==> src/rtl/sbus_dec_pkg.sv <==
package sbus_dec_pkg;

  // Width of the address field carried by a long header.
  localparam int HDR_ADDR_W = 16;

  typedef enum logic [1:0] {
    PH_HDR = 2'd0,
    PH_RD  = 2'd1,
    PH_WR  = 2'd2
  } phase_t;

  typedef enum logic [1:0] {
    SP_CMD = 2'd0,
    SP_MEM = 2'd1,
    SP_ID  = 2'd2
  } space_t;

  typedef struct packed {
    space_t                space;
    logic                  wr;
    logic [HDR_ADDR_W-1:0] addr;
  } hdr_t;

endpackage

==> src/rtl/sbus_hdr_capture.sv <==
module sbus_hdr_capture
  import sbus_dec_pkg::*;
(
  input  logic       clk,
  input  logic       rst,
  input  logic       sel,
  input  logic       active,
  input  logic       byte_stb,
  input  logic [7:0] byte_in,
  output logic       hdr_done,
  output hdr_t       hdr_out
);

  logic [1:0] idx;
  logic [7:0] b0;
  logic [7:0] b1;
  logic [7:0] b2;
  logic       last_byte;
  hdr_t       nxt;

  // A short header ends on its second byte; a long one on its fourth.
  assign last_byte = ((idx == 2'd1) && !b0[7]) || (idx == 2'd3);

  always_comb begin
    nxt       = '0;
    nxt.wr    = b0[6];
    nxt.space = SP_CMD;
    if (b0[7]) begin
      nxt.space = SP_MEM;
      nxt.addr  = {b1, b2};
    end else if ((b0 == 8'h00) && (byte_in == 8'h00)) begin
      nxt.space = SP_ID;
    end else begin
      nxt.addr  = {{(HDR_ADDR_W-6){1'b0}}, b0[5:0]};
    end
  end

  always_ff @(posedge clk) begin
    if (rst) begin
      idx      <= 2'd0;
      b0       <= 8'h00;
      b1       <= 8'h00;
      b2       <= 8'h00;
      hdr_done <= 1'b0;
      hdr_out  <= '0;
    end else begin
      hdr_done <= 1'b0;
      if (!sel || !active) begin
        idx <= 2'd0;
      end else if (byte_stb) begin
        case (idx)
          2'd0:    b0 <= byte_in;
          2'd1:    b1 <= byte_in;
          2'd2:    b2 <= byte_in;
          default: ;
        endcase
        if (last_byte) begin
          idx      <= 2'd0;
          hdr_done <= 1'b1;
          hdr_out  <= nxt;
        end else begin
          idx <= idx + 2'd1;
        end
      end
    end
  end


  hdr_abort_chk: assert property (@(posedge clk) disable iff (rst)
    !sel |=> !hdr_done);


  hdr_src_chk: assert property (@(posedge clk) disable iff (rst)
    hdr_done |-> ($past(byte_stb) && $past(sel) && $past(active)));

endmodule

==> src/rtl/sbus_addr_gen.sv <==
module sbus_addr_gen #(
  parameter int            AW        = 16,
  parameter logic [AW-1:0] HOLD_ADDR = '0
) (
  input  logic          clk,
  input  logic          rst,
  input  logic          load,
  input  logic [AW-1:0] load_val,
  input  logic          inc,
  input  logic          hold_en,
  output logic [AW-1:0] addr
);

  logic at_hold;

  assign at_hold = hold_en && (addr == HOLD_ADDR);

  always_ff @(posedge clk) begin
    if (rst) begin
      addr <= '0;
    end else if (load) begin
      addr <= load_val;
    end else if (inc && !at_hold) begin
      addr <= addr + 1'b1;
    end
  end


  addr_quiet_chk: assert property (@(posedge clk) disable iff (rst)
    (!load && !inc) |=> $stable(addr));

endmodule

==> src/rtl/sbus_rd_path.sv <==
module sbus_rd_path
  import sbus_dec_pkg::*;
#(
  parameter logic [31:0] ID_WORD = 32'h04020200
) (
  input  logic       clk,
  input  logic       rst,
  input  space_t     space,
  input  logic       issue,
  input  logic       id_load,
  input  logic       id_adv,
  input  logic [7:0] cmd_rdata,
  input  logic [7:0] mem_rdata,
  output logic [7:0] tx_byte
);

  logic       pend;
  logic [1:0] id_idx;

  // Most significant byte of the identification word comes out first.
  function automatic logic [7:0] id_byte(input logic [1:0] k);
    logic [4:0]  amt;
    logic [31:0] sh;
    amt = {2'd3 - k, 3'b000};
    sh  = ID_WORD >> amt;
    return sh[7:0];
  endfunction

  always_ff @(posedge clk) begin
    if (rst) begin
      pend    <= 1'b0;
      id_idx  <= 2'd0;
      tx_byte <= 8'h00;
    end else begin
      pend <= issue;
      if (id_load) begin
        id_idx  <= 2'd0;
        tx_byte <= id_byte(2'd0);
      end else if (id_adv) begin
        id_idx  <= id_idx + 2'd1;
        tx_byte <= id_byte(id_idx + 2'd1);
      end else if (pend) begin
        tx_byte <= (space == SP_MEM) ? mem_rdata : cmd_rdata;
      end
    end
  end


  id_no_fetch_chk: assert property (@(posedge clk) disable iff (rst)
    !(issue && (space == SP_ID)));


  tx_hold_chk: assert property (@(posedge clk) disable iff (rst)
    (!pend && !id_load && !id_adv) |=> $stable(tx_byte));

endmodule

==> src/rtl/sbus_cmd_decoder.sv <==
module sbus_cmd_decoder
  import sbus_dec_pkg::*;
#(
  parameter int                CMD_AW    = 6,
  parameter int                MEM_AW    = 16,
  parameter logic [MEM_AW-1:0] FIFO_ADDR = 'h48,
  parameter logic [31:0]       ID_WORD   = 32'h04020200
) (
  input  logic              clk,
  input  logic              rst,
  input  logic              sel,
  input  logic              byte_stb,
  input  logic [7:0]        byte_in,
  output logic [7:0]        tx_byte,
  output logic              cmd_we,
  output logic              cmd_re,
  output logic [CMD_AW-1:0] cmd_addr,
  input  logic [7:0]        cmd_rdata,
  output logic              mem_we,
  output logic              mem_re,
  output logic [MEM_AW-1:0] mem_addr,
  input  logic [7:0]        mem_rdata,
  output logic [7:0]        wdata
);

  localparam int ADDR_W = (MEM_AW > CMD_AW) ? MEM_AW : CMD_AW;
  localparam logic [ADDR_W-1:0] HOLD_A = ADDR_W'(FIFO_ADDR);

  phase_t              phase;
  space_t              space_q;
  hdr_t                hdr;
  logic                hdr_done;
  logic                id_load;
  logic                id_adv;
  logic                load;
  logic                inc;
  logic                wr_bump;
  logic [ADDR_W-1:0]   addr;

  sbus_hdr_capture i_hdr (
    .clk      (clk),
    .rst      (rst),
    .sel      (sel),
    .active   (phase == PH_HDR),
    .byte_stb (byte_stb),
    .byte_in  (byte_in),
    .hdr_done (hdr_done),
    .hdr_out  (hdr)
  );

  assign load    = sel && (phase == PH_HDR) && hdr_done;
  assign wr_bump = cmd_we || mem_we;
  assign inc     = (sel && byte_stb && (phase == PH_RD) && (space_q != SP_ID))
                 || wr_bump;

  sbus_addr_gen #(
    .AW        (ADDR_W),
    .HOLD_ADDR (HOLD_A)
  ) i_addr (
    .clk      (clk),
    .rst      (rst),
    .load     (load),
    .load_val (hdr.addr[ADDR_W-1:0]),
    .inc      (inc),
    .hold_en  (space_q == SP_MEM),
    .addr     (addr)
  );

  assign cmd_addr = addr[CMD_AW-1:0];
  assign mem_addr = addr[MEM_AW-1:0];

  always_ff @(posedge clk) begin
    if (rst) begin
      phase   <= PH_HDR;
      space_q <= SP_CMD;
      cmd_we  <= 1'b0;
      cmd_re  <= 1'b0;
      mem_we  <= 1'b0;
      mem_re  <= 1'b0;
      id_load <= 1'b0;
      id_adv  <= 1'b0;
      wdata   <= 8'h00;
    end else begin
      cmd_we  <= 1'b0;
      cmd_re  <= 1'b0;
      mem_we  <= 1'b0;
      mem_re  <= 1'b0;
      id_load <= 1'b0;
      id_adv  <= 1'b0;
      if (!sel) begin
        phase <= PH_HDR;
      end else begin
        case (phase)
          PH_HDR: begin
            if (hdr_done) begin
              space_q <= hdr.space;
              phase   <= hdr.wr ? PH_WR : PH_RD;
              if (!hdr.wr) begin
                case (hdr.space)
                  SP_MEM:  mem_re  <= 1'b1;
                  SP_ID:   id_load <= 1'b1;
                  default: cmd_re  <= 1'b1;
                endcase
              end
            end
          end
          PH_RD: begin
            if (byte_stb) begin
              case (space_q)
                SP_MEM:  mem_re <= 1'b1;
                SP_ID:   id_adv <= 1'b1;
                default: cmd_re <= 1'b1;
              endcase
            end
          end
          PH_WR: begin
            if (byte_stb) begin
              wdata <= byte_in;
              if (space_q == SP_MEM) mem_we <= 1'b1;
              else                   cmd_we <= 1'b1;
            end
          end
          default: phase <= PH_HDR;
        endcase
      end
    end
  end

  sbus_rd_path #(
    .ID_WORD (ID_WORD)
  ) i_rd (
    .clk       (clk),
    .rst       (rst),
    .space     (space_q),
    .issue     (cmd_re || mem_re),
    .id_load   (id_load),
    .id_adv    (id_adv),
    .cmd_rdata (cmd_rdata),
    .mem_rdata (mem_rdata),
    .tx_byte   (tx_byte)
  );


  idle_access_chk: assert property (@(posedge clk) disable iff (rst)
    !sel |=> !(cmd_we || cmd_re || mem_we || mem_re));


  access_onehot_chk: assert property (@(posedge clk) disable iff (rst)
    $onehot0({cmd_we, cmd_re, mem_we, mem_re}));


  wr_pulse_chk: assert property (@(posedge clk) disable iff (rst)
    (sel && byte_stb && (phase == PH_WR)) |=> (cmd_we || mem_we));


  wr_step_chk: assert property (@(posedge clk) disable iff (rst)
    (mem_we && (mem_addr != FIFO_ADDR)) |=> (mem_addr == MEM_AW'($past(mem_addr) + 1'b1)));


  fifo_hold_chk: assert property (@(posedge clk) disable iff (rst)
    (mem_we && (mem_addr == FIFO_ADDR)) |=> $stable(mem_addr));

endmodule

==> config.mk <==
export PLATFORM = sky130hd
export DESIGN_NAME = sbus_cmd_decoder
export DESIGN_NICKNAME = d
export VERILOG_FILES = /design/src/rtl/sbus_dec_pkg.sv /design/src/rtl/sbus_hdr_capture.sv /design/src/rtl/sbus_addr_gen.sv /design/src/rtl/sbus_rd_path.sv /design/src/rtl/sbus_cmd_decoder.sv
export SDC_FILE = /design/constraint.sdc
export NUM_CORES = 1
export LEC_CHECK = 0
export BUFFER_PORTS_ARGS = -buffer_cell sky130_fd_sc_hd__buf_2
export CAP_MARGIN = 0
export CORE_UTILIZATION = 28
export DETAILED_ROUTE_END_ITERATION = 8
export PLACE_DENSITY = 0.56
export SYNTH_ARGS = -nofsm -noshare
export SYNTH_HDL_FRONTEND = slang
export SYNTH_SLANG_ARGS = --single-unit
==> constraint.sdc <==
create_clock -name clk -period 2.16 [get_ports clk]
set_input_delay 0.432 -clock clk [delete_from_list [all_inputs] [get_ports clk]]
set_output_delay 0.432 -clock clk [all_outputs]
set_load 0.01 [all_outputs]
==> summary.md <==
| Metric | Value |
|---|---|
| Status | completed |
| Final wirelength | 10.2 mm |
| Largest net degree at the start of global routing | 55 |
| Vias | 3595 |
| Worst rel slew slack | between 60% and 70% |
| Data arrival, critical path | 2.19 ns |
| Mapped Nets | 537 |
| Worst ir drop on vdd | 0.464 mV |
| Hold Worst Slack | 0.392 ns |
| First-pass GRT wire length | 16.9 mm |
| Pleak | 1.79 nW |
| Async SR Flop Fraction | 0% |
| Worst-Skew Late Latency | approximately 0.34 ns |
| YS warnings | 0 |
| #FFs+latches synth | a little over 90 |
| Antenna violations before repair | 0 |
| Syn Area/Cell | 8.27 um2 |
| Post-synth top area share | 44.5% |
| Ant diodes | 0 |
| Count leader, synth | nand2_1 |
| Finished Core Util | 34.4% |
| CTS buffer count | 9 |
| Clock slew at reported path FFs | 0.07 ns |
| Initial DRC count | about 360 |
| Final Wtd Congestion | around 0.79 |
| I/O pin count | 70 |
| Fin crit period | approximately 1.9 ns |
| Starting Density | 29.0% |
| Pre-antenna DRT Iters | 4 |
| Syn Inst Count | approximately 500 |
| Synthesis-to-layout area growth | 18.4% |
| Worst setup EP type | register |
| Drt drc | 0 |
| Setup TNS | 0 ns |
| Avg WL per Cell | 14.0 um |
| Post-Syn Area | 4090 um2 |
| Die H | 123 um |
| Slew Viols, Final | 0 |
| RSZ-0062 raised after global routing | no |
| Sequential Area | 1820 um2 |
| Layout fillers | between 1500 and 2000 |
| CP Launch Type | register |
| Worst min-delay path category | in2reg |
| Sequential area share after synthesis | 44.5% |
| IO buf count | 69 |
| Post-synth EDFFs | 0 |
| Hold Fails Final Rpt | 0 |
| Worst reg2reg path depth | 6 |
| Site Rows | 43 |
| Main flop type after synthesis | dfxtp_1 |
| Vias in the first global route | 3384 |
| Worst-Margin Slew | 0.556 ns |
| Die ar. | about 15000 um2 |
| Post-CTS setup buffer count | 0 |
| DR vias/cell | around 4.9 |
| Final period util | 90.1% |
| Netlist cell types | 45 |
| Worst Path Max Fanout | 7 |
| Fmax | 514 MHz |
| Multi-input gate area | approximately 2000 um2 |
| Power density over the cells | between 600 and 700 nW/um2 |
| Root Driver | clkbuf_16 |
| Post-detailed-placement half-perimeter wirelength | 7.41 mm |
| Top cells by count, synth | nand2_1, dfxtp_1, a21oi_1 |
| Antenna Nets Post-Route | 0 |
| Worst Skew | 0.00620 ns |
| Clock Sinks | 91 |
| Top cells by area, synth | dfxtp_1, nand2_1, a21oi_1 |
| Critical path class | reg2reg |
| # H-tree levels | 3 |
| Congestion Overflow GR | 0 |
| CTS tree | built |
| Longest Clk Path Bufs | 2 |
| Nets | roughly 600 |
| CTS Hold Buffers Added | 0 |
| Core region area | around 14000 um2 |
| GRT Overall Usage | approximately 14% |
| Hold path depth | 3 |
| Die width | 123 um |
| Final std cells w/o fill | 732 |
| Final setup fails | 0 |
| Layout cells sized above 1 | between 10% and 20% |
| Leading area contributor after synthesis | dfxtp_1 |
| Worst Path Required | roughly 2.4 ns |
| Inst Count DP | around 720 |
| Max Cap Viol | 0 |
| Post-CTS sizing | 0 |
==> path summary, 6_finish.rpt <==
| path | to | start | slack [ns] |
|---|---|---|---|
| min reg2reg | i_hdr.hdr_out[6] | i_hdr.hdr_out[6] | 0.45 |
| max reg2reg | i_addr.addr[14] | space_q[0] | 0.21 |
| min | wdata[0] | byte_in[0] | 0.39 |
| max | i_addr.addr[14] | space_q[0] | 0.21 |
==> final cells by class <==
cell class | count | share of cell area (%)
multi-input combinational | 354 | 42.2
sequential | 91 | 37.6
timing repair buffer | 75 | 8.31
clock buffer | 11 | 5.21
tap | 180 | 4.65
inverter | 16 | 1.24
clock inverter | 5 | 0.774
==> cells in the final DEF, fill, tap and decap left out, types with 3 or more instances in the layout <==
cell type  netlist  layout
nand4_1          4       4
ha_1            14      14
inv_1           16      16
and3_1           8       8
buf_2            5      69
a21oi_1         51      51
or3_1            6       6
nand3_1         32      32
mux2i_1          9       9
clkbuf_16        0       9
nor4_1           6       6
a211oi_1        17      17
and2_1           3       3
buf_4            8       5
nor4b_1          4       4
dfxtp_1         91      91
a311oi_1         7       7
nor2_1          41      41
o21ai_0          6       6
nand2b_1         3       3
nor3_1           5       5
nand2_1         97      97
xnor2_1          6       6
o31a_1           3       3
a31oi_1          6       6
==> registers in the layout, summed over array words and instances, names as in the netlist <==
name	flops
mem_re	1
i_hdr.b0	8
i_hdr.idx	2
phase	2
mem_we	1
id_load	1
id_adv	1
i_hdr.hdr_out	19
i_rd.id_idx	2
i_addr.addr	16
i_rd.tx_byte	8
i_hdr.hdr_done	1
wdata	8
i_hdr.b1	8
i_hdr.b2	8
i_rd.pend	1
cmd_we	1
space_q	2
cmd_re	1
==> cell families after synthesis <==
family,after synthesis,share of synthesized area [%]
AO/OA/AOI/OAI,105,17.2
AND/OR/NAND/NOR,217,24.4
buffers and inverters,50,5.47
flip-flops,91,44.5
XOR/XNOR,8,1.71
multiplexers,10,2.48
adder cells (fa/ha/maj),14,4.28
==> layer usage <==
metal / up-vias / track usage (%) / wire length (um)
met5: - / 0 / 0
met4: 0 / 4.19 / 131
met3: 12 / 3.09 / 526
met2: 84 / 22.8 / 4640
met1: 1671 / 19.7 / 4930
li1: 1828 / - / -
==> report_power, final <==
| group | switching, mW | internal [mW] |
|---|---|---|
| logic | 0.0950 | 0.0516 |
| clock network | 0.658 | 0.844 |
| registers | 0.0140 | 1.69 |
==> critical path, stage by stage, from the launching register on <==
cell and delay, ns:
dfxtp_1 0.35, inv_1 0.05, ha_1 0.22, and4b_4 0.39, o2111ai_4 0.17, or3_1 0.38
a311oi_1 0.28
==> through the flow <==
stage / cell area [um2] / power, mW / worst slack, ns
after floorplan: 4090 / 1.83 / 0.421
after global placement: 4560 / 1.89 / 0.335
after detailed placement: 4560 / 1.89 / 0.231
after CTS: 4850 / 3.39 / 0.197
after global routing: 4850 / 3.48 / 0.0989
final: 4850 / 3.35 / 0.215
Note: power is estimated with default switching activity, not from simulation.
